$ cat src/rtl/fmtcmp_pkg.sv
package fmtcmp_pkg;
   typedef enum logic [1:0] {
      FMT_SIGNMAG  = 2'b00,
      FMT_TWOS     = 2'b01,
      FMT_FLOAT    = 2'b10,
      FMT_TWOS_ALT = 2'b11
   } fmt_e;

   localparam int MAG_CHAIN    = 0;
   localparam int MAG_OPERATOR = 1;
endpackage

$ cat src/rtl/fmtcmp_mag.sv
module fmtcmp_mag #(
   parameter int MW   = 15,
   parameter int ARCH = 0
) (
   input  logic [MW-1:0] a_i,
   input  logic [MW-1:0] b_i,
   output logic          gt_o,
   output logic          lt_o,
   output logic          zz_o
);
   import fmtcmp_pkg::*;

   generate
      if (MW < 1) begin : g_bad_width
         $error("fmtcmp_mag: MW must be at least 1");
      end
      if (ARCH != MAG_CHAIN && ARCH != MAG_OPERATOR) begin : g_bad_arch
         $error("fmtcmp_mag: unknown ARCH");
      end

      if (ARCH == MAG_CHAIN) begin : g_chain
         always_comb begin
            logic g, l;
            g = 1'b0;
            l = 1'b0;
            for (int i = MW - 1; i >= 0; i--) begin
               if (!g && !l) begin
                  g = a_i[i] & ~b_i[i];
                  l = ~a_i[i] & b_i[i];
               end
            end
            gt_o = g;
            lt_o = l;
         end
      end else begin : g_operator
         assign gt_o = a_i > b_i;
         assign lt_o = a_i < b_i;
      end
   endgenerate

   assign zz_o = ~|{a_i, b_i};
endmodule

$ cat src/rtl/fmtcmp_resolve.sv
module fmtcmp_resolve (
   input  fmtcmp_pkg::fmt_e fmt_i,
   input  logic             sx_i,
   input  logic             sy_i,
   input  logic             mgt_i,
   input  logic             mlt_i,
   input  logic             zz_i,
   output logic             gt_o,
   output logic             lt_o
);
   import fmtcmp_pkg::*;

   always_comb begin
      gt_o = 1'b0;
      lt_o = 1'b0;
      case (fmt_i)
         FMT_TWOS, FMT_TWOS_ALT: begin
            if (sx_i != sy_i) begin
               gt_o = sy_i;
               lt_o = sx_i;
            end else begin
               gt_o = mgt_i;
               lt_o = mlt_i;
            end
         end
         default: begin
            if (zz_i) begin
               gt_o = 1'b0;
               lt_o = 1'b0;
            end else if (sx_i != sy_i) begin
               gt_o = sy_i;
               lt_o = sx_i;
            end else if (sx_i) begin
               gt_o = mlt_i;
               lt_o = mgt_i;
            end else begin
               gt_o = mgt_i;
               lt_o = mlt_i;
            end
         end
      endcase
   end
endmodule

$ cat src/rtl/fmt_compare.sv
module fmt_compare #(
   parameter int WIDTH    = 16,
   parameter int MAG_ARCH = 0
) (
   input  logic [WIDTH-1:0] x_i,
   input  logic [WIDTH-1:0] y_i,
   input  logic [1:0]       fmt_i,
   output logic             gt_o,
   output logic             lt_o
);
   import fmtcmp_pkg::*;

   localparam int MW = WIDTH - 1;

   generate
      if (WIDTH < 2) begin : g_bad_width
         $error("fmt_compare: WIDTH must be at least 2");
      end
   endgenerate

   logic    sx, sy, mgt, mlt, zz;
   fmt_e    fmt;

   assign sx  = x_i[WIDTH-1];
   assign sy  = y_i[WIDTH-1];
   assign fmt = fmt_e'(fmt_i);

   fmtcmp_mag #(.MW(MW), .ARCH(MAG_ARCH)) u_mag (
      .a_i  (x_i[MW-1:0]),
      .b_i  (y_i[MW-1:0]),
      .gt_o (mgt),
      .lt_o (mlt),
      .zz_o (zz)
   );

   fmtcmp_resolve u_resolve (
      .fmt_i (fmt),
      .sx_i  (sx),
      .sy_i  (sy),
      .mgt_i (mgt),
      .mlt_i (mlt),
      .zz_i  (zz),
      .gt_o  (gt_o),
      .lt_o  (lt_o)
   );

   always_comb begin
      AST_FLAGS_EXCLUSIVE: assert (!(gt_o && lt_o)) else $error("both flags high");
      if (sx != sy && !(!fmt_i[0] && zz)) begin
         AST_SIGN_DECIDES: assert (gt_o == sy && lt_o == sx) else $error("sign order broken");
      end
      if (!fmt_i[0] && zz) begin
         AST_ZERO_PAIR_EQ: assert (!gt_o && !lt_o) else $error("signed zeros differ");
      end
      if (fmt_i[0] && sx == sy) begin
         AST_TWOS_PASS: assert (gt_o == mgt && lt_o == mlt) else $error("two's pass-through broken");
      end
   end
endmodule

$ cat config.mk
export PLATFORM = sky130hd
export DESIGN_NAME = fmt_compare
export DESIGN_NICKNAME = d
export VERILOG_FILES = /design/src/rtl/fmtcmp_pkg.sv /design/src/rtl/fmtcmp_mag.sv /design/src/rtl/fmtcmp_resolve.sv /design/src/rtl/fmt_compare.sv
export SDC_FILE = /design/constraint.sdc
export NUM_CORES = 1
export LEC_CHECK = 0
export BUFFER_PORTS_ARGS = -buffer_cell sky130_fd_sc_hd__buf_2
export CORE_AREA = 5 5 42 44
export DETAILED_ROUTE_END_ITERATION = 7
export DIE_AREA = 0 0 47 49
export PLACE_DENSITY = 0.95
export SLEW_MARGIN = 10
export SYNTH_ARGS = -nofsm -noshare
export SYNTH_HDL_FRONTEND = slang
export SYNTH_SLANG_ARGS = --single-unit
$ cat constraint.sdc
create_clock -name vclk -period 6.5
set_input_delay 1.3 -clock vclk [all_inputs]
set_output_delay 1.3 -clock vclk [all_outputs]
set_load 0.02 [all_outputs]
==> flow_summary.toml, run 1 <==
[finish]
syn2layout_area_growth_pct = 31.6
ff_latch_area_sq_um = 0
nClkBuffers = 0
design.seq.count = 0
fillerInstances = 143
drive_gt1_share_pct = 38.3
nets = 158
final_cell_area_sq_um = 812
antennaDiodeCount = 0

[sta]
fin_setup_tns_ns = 0
post-route-period-util_pct = 68.4
slew_viol_final = 0
worst_pin_slew_ns = 0.338
finalSetupViolCount = 0
grt_setup_unrepaired = "no"
timing.hold.ws_ns = 2.95
fin_crit_ns = 4.44
hold_viol_final = 0
relSlewSlack_pct = 77.2
fmaxAchievable_mhz = 225

[routing]
drtPass1Iterations = 4
vias = 801
routedWlPerCell_um = 13.7
drt-vias-per-instance = 5.89
wl_um = 1860
drtIter0Drc = 22
drc_errors = 0
drt.antenna.violating_nets = 0

[critical_path]
cp_max_fo = 5
required_ns = 5.20
start_kind = "input port"
cp_data_arrival_time_ns = 3.14
end_kind = "output port"
path_class = "input port to output port"

[place]
routabilityCongestion = 0.855
hpwl_um = 1700
placed_area_sq_um = 812
portBuffers = 35

[global_routing]
grt_overflow = 0
grt_pass1_wl_um = 3040
grtUsageTotal_pct = 16.8
antenna_found_initial = 0
grt_pass1_vias = 757
grt_start_max_net_pins = 6

[yosys]
syn_inst = 85
synth_fa_ha_area_share_pct = 5.88
synth_area_sq_um = 617
avgSynthCellArea_sq_um = 7.26
ys_warn_count = 0
synth_xor_area_share_pct = 0
syn-num-nets = 121
synth_top_family_by_area = "simple AND/OR/NAND/NOR gates"
seq_area_frac_synth_pct = 0
synth_compound_gate_area_share_pct = 43.2
ys_types = 44
yosys.area_share.simple_pct = 44.8
synth_mux_area_share_pct = 0

[floorplan]
design.die.area_sq_mm = 0.00230
die_x_um = 47
start_util_pct = 44.0
pin_count = 36
die_height_um = 49
rows = 14
core_sq_mm = 0.00140

[pwr]
cellLeakagePower_nw = 0.377
powerDensity_mw_per_mm2 = 77.4
ir_drop_uv = 34.6
design_power_total_mw = 0.0628

[status]
status = "finished, final reports clean"

[flow_run]
maxCapViolCount = 0

[hold_path]
hold_depth = 3
min_path_type = "input port to output port"

[clock_tree]
post-cts-setup-buffer-count = 0
cts_hold_buf = 0
post_cts_resized = 0
==> Yosys cell counts, drive strengths merged, types with 2 or more instances <==
| cell type | count | area share [%] |
|---|---|---|
| inv | 10 | 6.1 |
| nand2b | 7 | 7.5 |
| nor2b | 7 | 9.5 |
| nor4 | 7 | 7.1 |
| nor2 | 6 | 3.7 |
| o21ai | 4 | 3.9 |
| o31ai | 4 | 7.1 |
| a21oi | 3 | 2.4 |
| nand2 | 3 | 1.8 |
| a211oi | 2 | 3.2 |
| a21boi | 2 | 3.0 |
| a31oi | 2 | 4.5 |
| and2 | 2 | 2.0 |
| and2b | 2 | 2.4 |
| ha | 2 | 4.1 |
| nand4 | 2 | 2.0 |
| nor3 | 2 | 1.6 |
==> power by group <==
part / leakage (nW) / internal (mW) / total (mW) / switching, mW
clock: 0 / 0 / 0 / 0
combinational: 0.377 / 0.0293 / 0.0628 / 0.0335
sequential: 0 / 0 / 0 / 0
==> routing by layer <==
layer / share of wire (%) / track usage (%) / wire length (um)
met1: 38 / 19.1 / 710
met2: 54 / 33.0 / 1010
met3: 6.9 / 0 / 129
met4: 0.97 / 2.30 / 18
met5: 0 / 0 / 0
==> cell type report <==
type                       count  area (sq um)  area share, %
tap                           16          20.0           2.47
multi-input combinational     75           579           71.3
inverter                      10          37.5           4.62
timing repair buffer          35           175           21.6
==> critical path, stage by stage <==
cell       delay [ns]
buf_2            0.10
inv_1            0.05
ha_1             0.34
nor2b_1          0.15
o221ai_1         0.12
nand2_1          0.10
nor2_1           0.08
o311ai_2         0.31
a21oi_1          0.10
a2111oi_2        0.26
buf_2            0.22
==> worst paths after layout <==
path	end	slack, ns	from
worst max-delay path	gt_o	2.06	x_i[14]
worst min-delay path	lt_o	2.95	y_i[15]
==> logic make-up after synthesis <==
group | after synthesis
adder cells (fa/ha/maj) | 3
buffers and inverters | 10
AO/OA/AOI/OAI | 29
AND/OR/NAND/NOR | 43
==> cell usage in the layout, fill, tap and decap left out, drive strengths merged, types with 3 or more instances in the layout <==
cell type  instances
nor2b              7
nand2b             7
o31ai              4
nor2               6
inv               10
o21ai              4
nand2              3
a21oi              3
nor4               7
buf               35
==> per-stage QoR <==
step | setup WS, ns | util [%] | cells
floorplan | 2.17 | - | 85
global placement | 2.06 | 57.9 | 136
detailed placement | 2.03 | 57.9 | 136
CTS | 2.03 | 57.9 | 136
global route | 1.89 | 57.9 | 136
finish | 2.06 | 57.9 | 136
No activity file was read; power rests on OpenSTA's default activity.
==> run 2: changes to the inputs <==
--- a/config.mk
+++ b/config.mk
@@ -5,10 +5,11 @@
 export SDC_FILE = /design/constraint.sdc
 export NUM_CORES = 1
 export LEC_CHECK = 0
+export ABC_AREA = 1
 export BUFFER_PORTS_ARGS = -buffer_cell sky130_fd_sc_hd__buf_2
-export CORE_AREA = 5 5 42 44
+export CORE_MARGIN = 5
+export CORE_UTILIZATION = 50
 export DETAILED_ROUTE_END_ITERATION = 7
-export DIE_AREA = 0 0 47 49
 export PLACE_DENSITY = 0.95
 export SLEW_MARGIN = 10
 export SYNTH_ARGS = -nofsm -noshare
==> constraint.sdc (replaced) <==
create_clock -name vclk -period 4.25
set_input_delay 0.85 -clock vclk [all_inputs]
set_output_delay 0.85 -clock vclk [all_outputs]
set_load 0.02 [all_outputs]
==> flow_summary.toml, run 2 <==
[routing]
drtPass1Iterations = 4
routedWlPerCell_um = 12.7
vias = 1178
wl_um = 2850
drtIter0Drc = 30
drt-vias-per-instance = 5.26
drc_errors = 0
drt.antenna.violating_nets = 0

[sta]
hold_viol_final = 0
relSlewSlack_pct = 73.7
fin_crit_ns = 4.30
fmaxAchievable_mhz = 232
timing.hold.ws_ns = 2.09
grt_setup_unrepaired = "yes"
slew_viol_final = 0
worst_slack_ns = -0.0530
post-route-period-util_pct = 101
finalSetupViolCount = 1
worst_pin_slew_ns = 0.391
fin_setup_tns_ns = -0.0530

[flow_run]
maxCapViolCount = 0

[global_routing]
grt_pass1_vias = 905
antenna_found_initial = 0
grt_overflow = 0
grt_start_max_net_pins = 5
grt_pass1_wl_um = 3370
grtUsageTotal_pct = 15.8

[status]
status = "finished with violations"
violations = "setup timing"

[critical_path]
critical_path.most_common_cell = "inv_2"
start_kind = "input port"
cp_data_arrival_time_ns = 3.45
required_ns = 3.40
path_buf_inv = 10
crit_cells = 30
critPathSlowestCell = "ha_4"
cpLargestDelayFamily = "simple AND/OR/NAND/NOR gates"
end_kind = "output port"
path_class = "input port to output port"
cp_max_fo = 3
max_stage_delay_ns = 0.29

[finish]
fin_util_pct = 82.6
multi_input_area_sq_um = 771
antennaDiodeCount = 0
fillerInstances = 96
final_cell_area_sq_mm = 0.00121
nClkBuffers = 0
syn2layout_area_growth_pct = 60.0
layout_common_cells = "31 x inv_1, 31 x buf_2, 30 x nor2_1, 27 x inv_2, 26 x nand3_2"
nets = 246
design.seq.count = 0
drive_gt1_share_pct = 58.2
ff_latch_area_sq_um = 0

[floorplan]
die_x_um = 49.0
die_height_um = 49.0
core_sq_mm = 0.00147
pin_count = 36
design.die.area_sq_mm = 0.00240
rows = 14
start_util_pct = 51.6

[place]
hpwl_um = 1720
placed_area_sq_um = 955
portBuffers = 35
routabilityCongestion = 0.817

[yosys]
ys_warn_count = 0
yosysMostFrequentCell = "inv_1"
syn-num-nets = 209
synth_top_area_cell = "nand3_1"
synth_area_leaders = "nand3_1 20%, inv_1 16%, nand2_1 15%, nor2_1 15%, inv_2 12%"
synth_area_sq_um = 759
avgSynthCellArea_sq_um = 4.39
ys_types = 12
seq_area_frac_synth_pct = 0
synth_largest_type_area_fraction_pct = 19.8
yosys-top-cells-count = "33 x inv_1, 30 x nand2_1, 30 x nand3_1, 30 x nor2_1, 24 x inv_2"
syn_inst = 173

[pwr]
powerDensity_mw_per_mm2 = 153
ir_drop_uv = 95.5
cellLeakagePower_nw = 0.723

[hold_path]
hold_depth = 5
min_path_type = "input port to output port"

[clock_tree]
cts_hold_buf = 0
-- run 2: changes by cell type in the layout (fill, tap and decap cells not counted), sizes merged, moves of 3 or more --
cell	delta
nor2b	-7
inv	+49
o31ai	-4
a21oi	-3
nand2b	-7
nand3	+30
nand2	+37
nor2	+24
-- run 2: final cells by class --
class / count / share of cell area, %
Timing Repair Buffer: 35 / 16.5
Inverter: 59 / 18.4
Multi-Input combinational cell: 114 / 63.4
Tap cell: 16 / 1.65
-- run 2: cells by family (layout without fill, tap and decap cells) --
group,Yosys count,in the layout,synth area share (%)
adder cells (fa/ha/maj),2,2,3.29
buffers and inverters,59,94,29.2
AND/OR/NAND/NOR,109,109,65.1
AO/OA/AOI/OAI,3,3,2.47
-- run 2: metrics by stage --
stage	setup WS [ns]	instances	power, mW
after detailed placement	-0.0263	224	0.134
after global routing	-0.263	224	0.205
final	-0.0530	224	0.185
after CTS	0.0508	224	0.142
after floorplan	0.423	173	0.0979
after global placement	0.0699	224	0.130
-- run 2: report_power, final --
| part | leakage [nW] | total [mW] | switching (mW) | internal, mW |
|---|---|---|---|---|
| sequential | 0 | 0 | 0 | 0 |
| clock | 0 | 0 | 0 | 0 |
| combinational | 0.723 | 0.185 | 0.119 | 0.0669 |
-- run 2: worst paths after layout --
kind	from	end	slack [ns]
max	x_i[14]	gt_o	-0.05
min	fmt_i[0]	lt_o	2.09
-- run 2: tightest hold or removal path, stage by stage --
cell	delay [ns]
buf_2	0.09
nor2_1	0.06
nand2_1	0.06
nand2_1	0.06
buf_6	0.13
-- run 2: timing repair --
item,in CTS,in global routing
resized for setup,11,54
setup buffers,0,0
gates cloned,0,0
pin swaps,1,28
setup endpoints to repair,2,2
-- run 2: layer usage --
| metal | up-vias | share of wire [%] | track usage (%) |
|---|---|---|---|
| met5 | - | 0 | 0 |
| met4 | 0 | 1.1 | 0 |
| met3 | 6 | 3.8 | 0.612 |
| met2 | 39 | 55 | 30.7 |
| met1 | 544 | 40 | 20.1 |
| li1 | 589 | - | - |
